File: src/rtl/pack_pkg.sv
package pack_pkg;

  // free entries left in the buffer
  function automatic int free_entries(int depth, int lvl);
    return depth - lvl;
  endfunction

  // source must pause when headroom is below the limit
  function automatic logic stall_needed(int depth, int lvl, int room);
    return free_entries(depth, lvl) < room;
  endfunction

  // a full group is waiting
  function automatic logic group_ready(int lvl, int slots);
    return lvl >= slots;
  endfunction

  // number of words accepted this cycle (0..2)
  function automatic logic [1:0] words_in(logic a, logic b);
    return {1'b0, a} + {1'b0, b};
  endfunction

endpackage

File: src/rtl/slot_fifo.sv
module slot_fifo import pack_pkg::*; #(
  parameter int W     = 64,
  parameter int DEPTH = 16,
  parameter int SLOTS = 4,
  parameter int LVL_W = $clog2(DEPTH + 1)
) (
  input  logic                 clk,
  input  logic                 rst_n,
  input  logic                 wr0,
  input  logic [W-1:0]         d0,
  input  logic                 wr1,
  input  logic [W-1:0]         d1,
  input  logic                 pop,
  output logic [LVL_W-1:0]     level,
  output logic [SLOTS*W-1:0]   rd_words
);
  localparam int PTR_W = $clog2(DEPTH);

  logic [W-1:0]     mem [DEPTH];
  logic [PTR_W-1:0] wr_ptr, rd_ptr, wr_ptr_nx1, d1_idx;
  logic [1:0]       n_in;

  assign n_in       = words_in(wr0, wr1);
  assign wr_ptr_nx1 = wr_ptr + PTR_W'(1);
  assign d1_idx     = wr0 ? wr_ptr_nx1 : wr_ptr;

  always_ff @(posedge clk) begin
    if (wr0) mem[wr_ptr] <= d0;
    if (wr1) mem[d1_idx] <= d1;
  end

  always_ff @(posedge clk) begin
    if (!rst_n) begin
      wr_ptr <= '0;
      rd_ptr <= '0;
      level  <= '0;
    end else begin
      wr_ptr <= wr_ptr + PTR_W'(n_in);
      if (pop) rd_ptr <= rd_ptr + PTR_W'(SLOTS);
      level  <= LVL_W'(int'(level) + int'(n_in) - (pop ? SLOTS : 0));
    end
  end

  for (genvar g = 0; g < SLOTS; g++) begin : g_slot
    assign rd_words[g*W +: W] = mem[rd_ptr + PTR_W'(g)];
  end

  AST_NO_OVERFLOW: assert property (@(posedge clk) disable iff (!rst_n)
    int'(level) <= DEPTH);

  AST_POP_NEEDS_GROUP: assert property (@(posedge clk) disable iff (!rst_n)
    pop |-> int'(level) >= SLOTS);

  AST_POP_TAKES_GROUP: assert property (@(posedge clk) disable iff (!rst_n)
    pop |=> int'(level) == int'($past(level)) + int'($past(n_in)) - SLOTS);

endmodule

File: src/rtl/bubble_ctr.sv
module bubble_ctr #(
  parameter int CW = 16
) (
  input  logic          clk,
  input  logic          rst_n,
  input  logic          hit,
  output logic [CW-1:0] count
);
  localparam logic [CW-1:0] TOP = '1;

  always_ff @(posedge clk) begin
    if (!rst_n)                  count <= '0;
    else if (hit && count != TOP) count <= count + CW'(1);
  end

  AST_BUBBLE_STEP: assert property (@(posedge clk) disable iff (!rst_n)
    (hit && count != TOP) |=> count == $past(count) + CW'(1));

  AST_BUBBLE_HOLD: assert property (@(posedge clk) disable iff (!rst_n)
    (!hit || count == TOP) |=> $stable(count));

endmodule

File: src/rtl/packer_top.sv
module packer_top import pack_pkg::*; #(
  parameter int DATA_W     = 64,
  parameter int FIFO_DEPTH = 16,
  parameter int SLOTS      = 4,
  parameter int HEADROOM   = 2,
  parameter int BUB_W      = 16
) (
  input  logic                     clk,
  input  logic                     rst_n,
  input  logic                     dual_en,
  input  logic                     ch0_vld,
  input  logic [DATA_W-1:0]        ch0_data,
  input  logic                     ch1_vld,
  input  logic [DATA_W-1:0]        ch1_data,
  output logic                     in_stall,
  input  logic                     bus_rdy,
  output logic                     out_valid,
  output logic [SLOTS*DATA_W-1:0]  out_data,
  output logic [BUB_W-1:0]         bubble_cnt
);
  localparam int LVL_W = $clog2(FIFO_DEPTH + 1);

  logic [LVL_W-1:0] level;
  logic             acc0, acc1, fire, bub_hit;
  logic [1:0]       push_n;

  assign in_stall  = stall_needed(FIFO_DEPTH, int'(level), HEADROOM);
  assign out_valid = group_ready(int'(level), SLOTS);
  assign acc0      = ch0_vld && !in_stall;
  assign acc1      = ch1_vld && dual_en && !in_stall;
  assign push_n    = words_in(acc0, acc1);
  assign fire      = out_valid && bus_rdy;
  assign bub_hit   = bus_rdy && !out_valid;

  slot_fifo #(.W(DATA_W), .DEPTH(FIFO_DEPTH), .SLOTS(SLOTS), .LVL_W(LVL_W)) u_fifo (
    .clk(clk), .rst_n(rst_n),
    .wr0(acc0), .d0(ch0_data),
    .wr1(acc1), .d1(ch1_data),
    .pop(fire), .level(level), .rd_words(out_data)
  );

  bubble_ctr #(.CW(BUB_W)) u_bub (
    .clk(clk), .rst_n(rst_n), .hit(bub_hit), .count(bubble_cnt)
  );

  AST_STALL_BLOCKS: assert property (@(posedge clk) disable iff (!rst_n)
    in_stall |-> push_n == 2'd0);

  AST_SINGLE_CHANNEL: assert property (@(posedge clk) disable iff (!rst_n)
    !dual_en |-> push_n <= 2'd1);

  AST_LEVEL_TRACK: assert property (@(posedge clk) disable iff (!rst_n)
    !fire |=> int'(level) == int'($past(level)) + int'($past(push_n)));

endmodule

File: config.mk
export PLATFORM = sky130hd
export DESIGN_NAME = packer_top
export DESIGN_NICKNAME = d
export VERILOG_FILES = /design/src/rtl/pack_pkg.sv /design/src/rtl/slot_fifo.sv /design/src/rtl/bubble_ctr.sv /design/src/rtl/packer_top.sv
export SDC_FILE = /design/constraint.sdc
export NUM_CORES = 1
export LEC_CHECK = 0
export BUFFER_PORTS_ARGS = -buffer_cell sky130_fd_sc_hd__buf_2
export CAP_MARGIN = 5
export CORE_MARGIN = 2
export CORE_UTILIZATION = 55
export DETAILED_ROUTE_END_ITERATION = 7
export GPL_TIMING_DRIVEN = 0
export PLACE_DENSITY_LB_ADDON = 0.08
export SYNTH_ARGS = -nofsm -noshare
export SYNTH_HDL_FRONTEND = slang
export SYNTH_SLANG_ARGS = --single-unit
File: constraint.sdc
create_clock -name clk -period 4.5 [get_ports clk]
set_clock_uncertainty 0.2 [all_clocks]
set_input_delay 0.225 -clock clk [delete_from_list [all_inputs] [get_ports clk]]
set_output_delay 0.225 -clock clk [all_outputs]
set_load 0.03 [all_outputs]
==> impl_metrics.json <==
{
  "powerDensity_nw_per_um2": 492,
  "dieArea_um2": 97700,
  "synth_mux_area_share_pct": 34.8,
  "synthArstFlopShare_pct": 0,
  "drive_above_1_share_pct": 52.9,
  "r2r-start": "u_fifo.level[0]$_SDFF_PN0_",
  "die_w_um": 313,
  "ir_drop_uv": 348,
  "grt_usage_pct": 33.8,
  "io_buffers": 406,
  "io_pins": 408,
  "power.internal_mw": 20.0,
  "dieHeight_um": 313,
  "syn_to_final_growth_pct": 17.6,
  "core_region_area_um2": 94700,
  "fill_cells": 6706,
  "maxSlewViolCount": 0,
  "finalSetupViolCount": 35,
  "hold_class": "in -> reg",
  "min_period_ns": 4.55,
  "power_frac_comb_pct": 32.8,
  "end_kind": "flop",
  "worst_slew_pin_slew_ns": 1.30,
  "post-place-ws_ns": -0.230,
  "cts_sinks": 1053,
  "dp_hpwl_um": 102000,
  "p_seq_share_pct": 38.8,
  "start_kind": "flop",
  "drc": 0,
  "synthAdderAreaFrac_pct": 0.468,
  "finalNetCount": 3673,
  "htree_num_levels": 3,
  "vias": 31532,
  "cts_tree": "done",
  "clkPwrFrac_pct": 28.4,
  "grt_pass1_vias": 32458,
  "violations": "negative setup slack",
  "maxCapViolCount": 0,
  "grt_first_pass_wirelength_um": 233000,
  "power_switching_mw": 10.3,
  "antenna_found_initial": 9,
  "postSynthAreaPerCell_um2": 18.5,
  "r2r_slack_ns": -0.05,
  "overflow": 0,
  "crit_required_ns": 4.65,
  "timing.final.crit_share_pct": 101,
  "status": "complete, but fails checks",
  "vias_per_cell": 6.47,
  "initial_core_util_pct": 55.3,
  "cts_root_buffer": "clkbuf_16",
  "setup_slack_ns": -0.0480,
  "synth_cell_type_count": 47,
  "placedCellCount": 4522,
  "drt-initial-drc-count": 3847,
  "crit_path_max_fanout": 36,
  "clockBufferDepth": 3,
  "arrival_ns": 4.69,
  "cts_buffers": 109,
  "power.leakage_nw": 21.7,
  "synth_xor_area_share_pct": 0.401,
  "ys.flop_type": "edfxtp_1",
  "min_from": "ch1_vld",
  "synth.cell_area_um2": 52400,
  "gp_routability_congestion": 0.825,
  "synth-seq-cells": 1053,
  "stdcell_count": 4873,
  "detail_route.first_pass.iterations": 5,
  "p_sw_share_pct": 34.1,
  "crit_start": "u_fifo.level[0]$_SDFF_PN0_",
  "rows": 113,
  "synth_edf_count": 1024,
  "postSynthNetCount": 2984,
  "relSlewSlack_pct": 13.1,
  "synth_simple_gate_area_share_pct": 1.16,
  "fmax_ghz": 0.220,
  "clk_pin_slew_ns": 0.06,
  "drt_wl_total_um": 167000,
  "yosysWarnings": 0,
  "wl_per_cell_um": 34.3,
  "synth_compound_area_share_pct": 0.406,
  "grt_setup_unrepaired": "yes",
  "grt_start_max_net_pins": 44,
  "criticalPathCategory": "reg -> reg",
  "syn_inst": 2831,
  "synth_top_family_by_area": "multiplexers",
  "ys_seq_area_share_pct": 59.8,
  "clock_latency_ns": 0.70,
  "antenna_left": 0,
  "hold_violations": 0
}
[metal layers]
layer	GRT usage, %	part of all wire, %	vias up
li1	-	-	12759
met2	54.9	48	1860
met1	44.5	38	16550
met3	6.78	9.4	355
met4	14.8	4.4	8
met5	0	0.032	-
[cells by family (layout without fill, tap and decap cells)]
logic type | Yosys count | after routing
muxes | 1282 | 1282
DFF | 1053 | 1053
buffers and inverters | 316 | 1081
and+or+nand+nor | 109 | 109
AOI/OAI and AO/OA | 28 | 37
xor gates and xnor gates | 24 | 24
adders and majority gates | 19 | 19
other | 0 | 3
[flip-flops by register name, summed over array words and instances, names as in the netlist, named ones only]
name / cells
u_fifo.wr_ptr: 4
u_fifo.rd_ptr: 2
u_bub.count: 16
u_fifo.mem: 1024
u_fifo.level: 5
[cells in the final DEF, fill, tap and decap left out, types with 17 or more instances in the layout]
cell and count:
edfxtp_1 1024, mux2_2 682, buf_2 466, mux4_2 256, mux2_4 245, clkbuf_1 192, dlygate4sd3_1 131, clkbuf_16 114
mux2_1 98, buf_6 35, buf_1 31, dfxtp_1 29, and2_1 24, clkinv_1 23, nand2_1 19, ha_1 18
buf_16 17
[synthesized netlist by cell type (all sizes together) (11+ instances only)]
cell	instances	area [µm²]
edfxtp	1024	30700
a21o	12	90.1
mux4	256	5770
nand2	26	97.6
buf	146	906
and2	24	150
xnor2	15	131
ha	18	225
nand4	11	68.8
inv	14	52.6
mux2	1025	12500
dfxtp	29	581
or3	11	68.8
nor3	16	85.1
clkbuf	156	586
[layout make-up]
cell class / count / area, µm² / share of cell area [%]
antenna: 3 / 7.51 / 0.0122
buffer: 302 / 1540 / 2.50
clock buffer: 155 / 3050 / 4.94
clock inverter: 41 / 254 / 0.412
inverter: 14 / 52.6 / 0.0853
multi-input combinational: 1471 / 19800 / 32.1
sequential: 1053 / 31300 / 50.9
tap: 1265 / 1580 / 2.57
timing repair buffer: 569 / 4000 / 6.50
[power by group through the flow]
stage	Clock, mW	Sequential [mW]	Combinational (mW)
2_1_floorplan	0	11.9	6.20
3_3_place_gp	0	12.0	9.32
3_5_place_dp	0	11.9	9.59
4_1_cts	8.63	11.7	9.83
5_1_grt	9.02	11.8	10.3
6_report	8.61	11.7	9.93
[through the flow]
| step | power (mW) | hold WS [ns] | utilization (%) | instance area [µm²] | setup TNS (ns) |
|---|---|---|---|---|---|
| final | 30.3 | 0.245 | 65.0 | 61600 | -0.915 |
| after global routing | 31.1 | 0.285 | 65.0 | 61600 | -9.63 |
| after CTS | 30.2 | 0.197 | 64.8 | 61300 | 0 |
| after detailed placement | 21.5 | 0.305 | 59.8 | 56600 | -50.75 |
| after global placement | 21.3 | 0.301 | 59.1 | 56000 | -2479.18 |
| after floorplan | 18.1 | 0.229 | - | 52400 | 0 |
[path summary, 6_finish.rpt]
kind | endpoint | cells past startpoint
worst max-delay path | u_fifo.mem[1][29]$_DFFE_PP_ | 12
worst min-delay path | u_fifo.level[0]$_SDFF_PN0_ | 6
worst max register to register | u_fifo.mem[1][29]$_DFFE_PP_ | 12
worst min register to register | u_bub.count[14]$_SDFFE_PN0P_ | 2
[repair_timing]
action	4_1_cts	5_1_grt
setup buffers	0	6
hold buffers	131	0
resized for setup	7	23
hold endpoints to repair	788	0
endpoints found under the setup margin	369	562
cloned	9	1
[critical path: stages, from the launching register on]
cell,delay (ns)
dfxtp_1,0.38
inv_1,0.08
ha_1,0.20
nor2b_2,0.15
xnor2_1,0.16
a31oi_2,0.18
o21ai_2,0.47
mux2_2,0.46
nor3_1,0.27
buf_2,0.40
buf_4,0.39
a21o_4,0.41
buf_16,0.34
(Power assumes the default switching activity.)
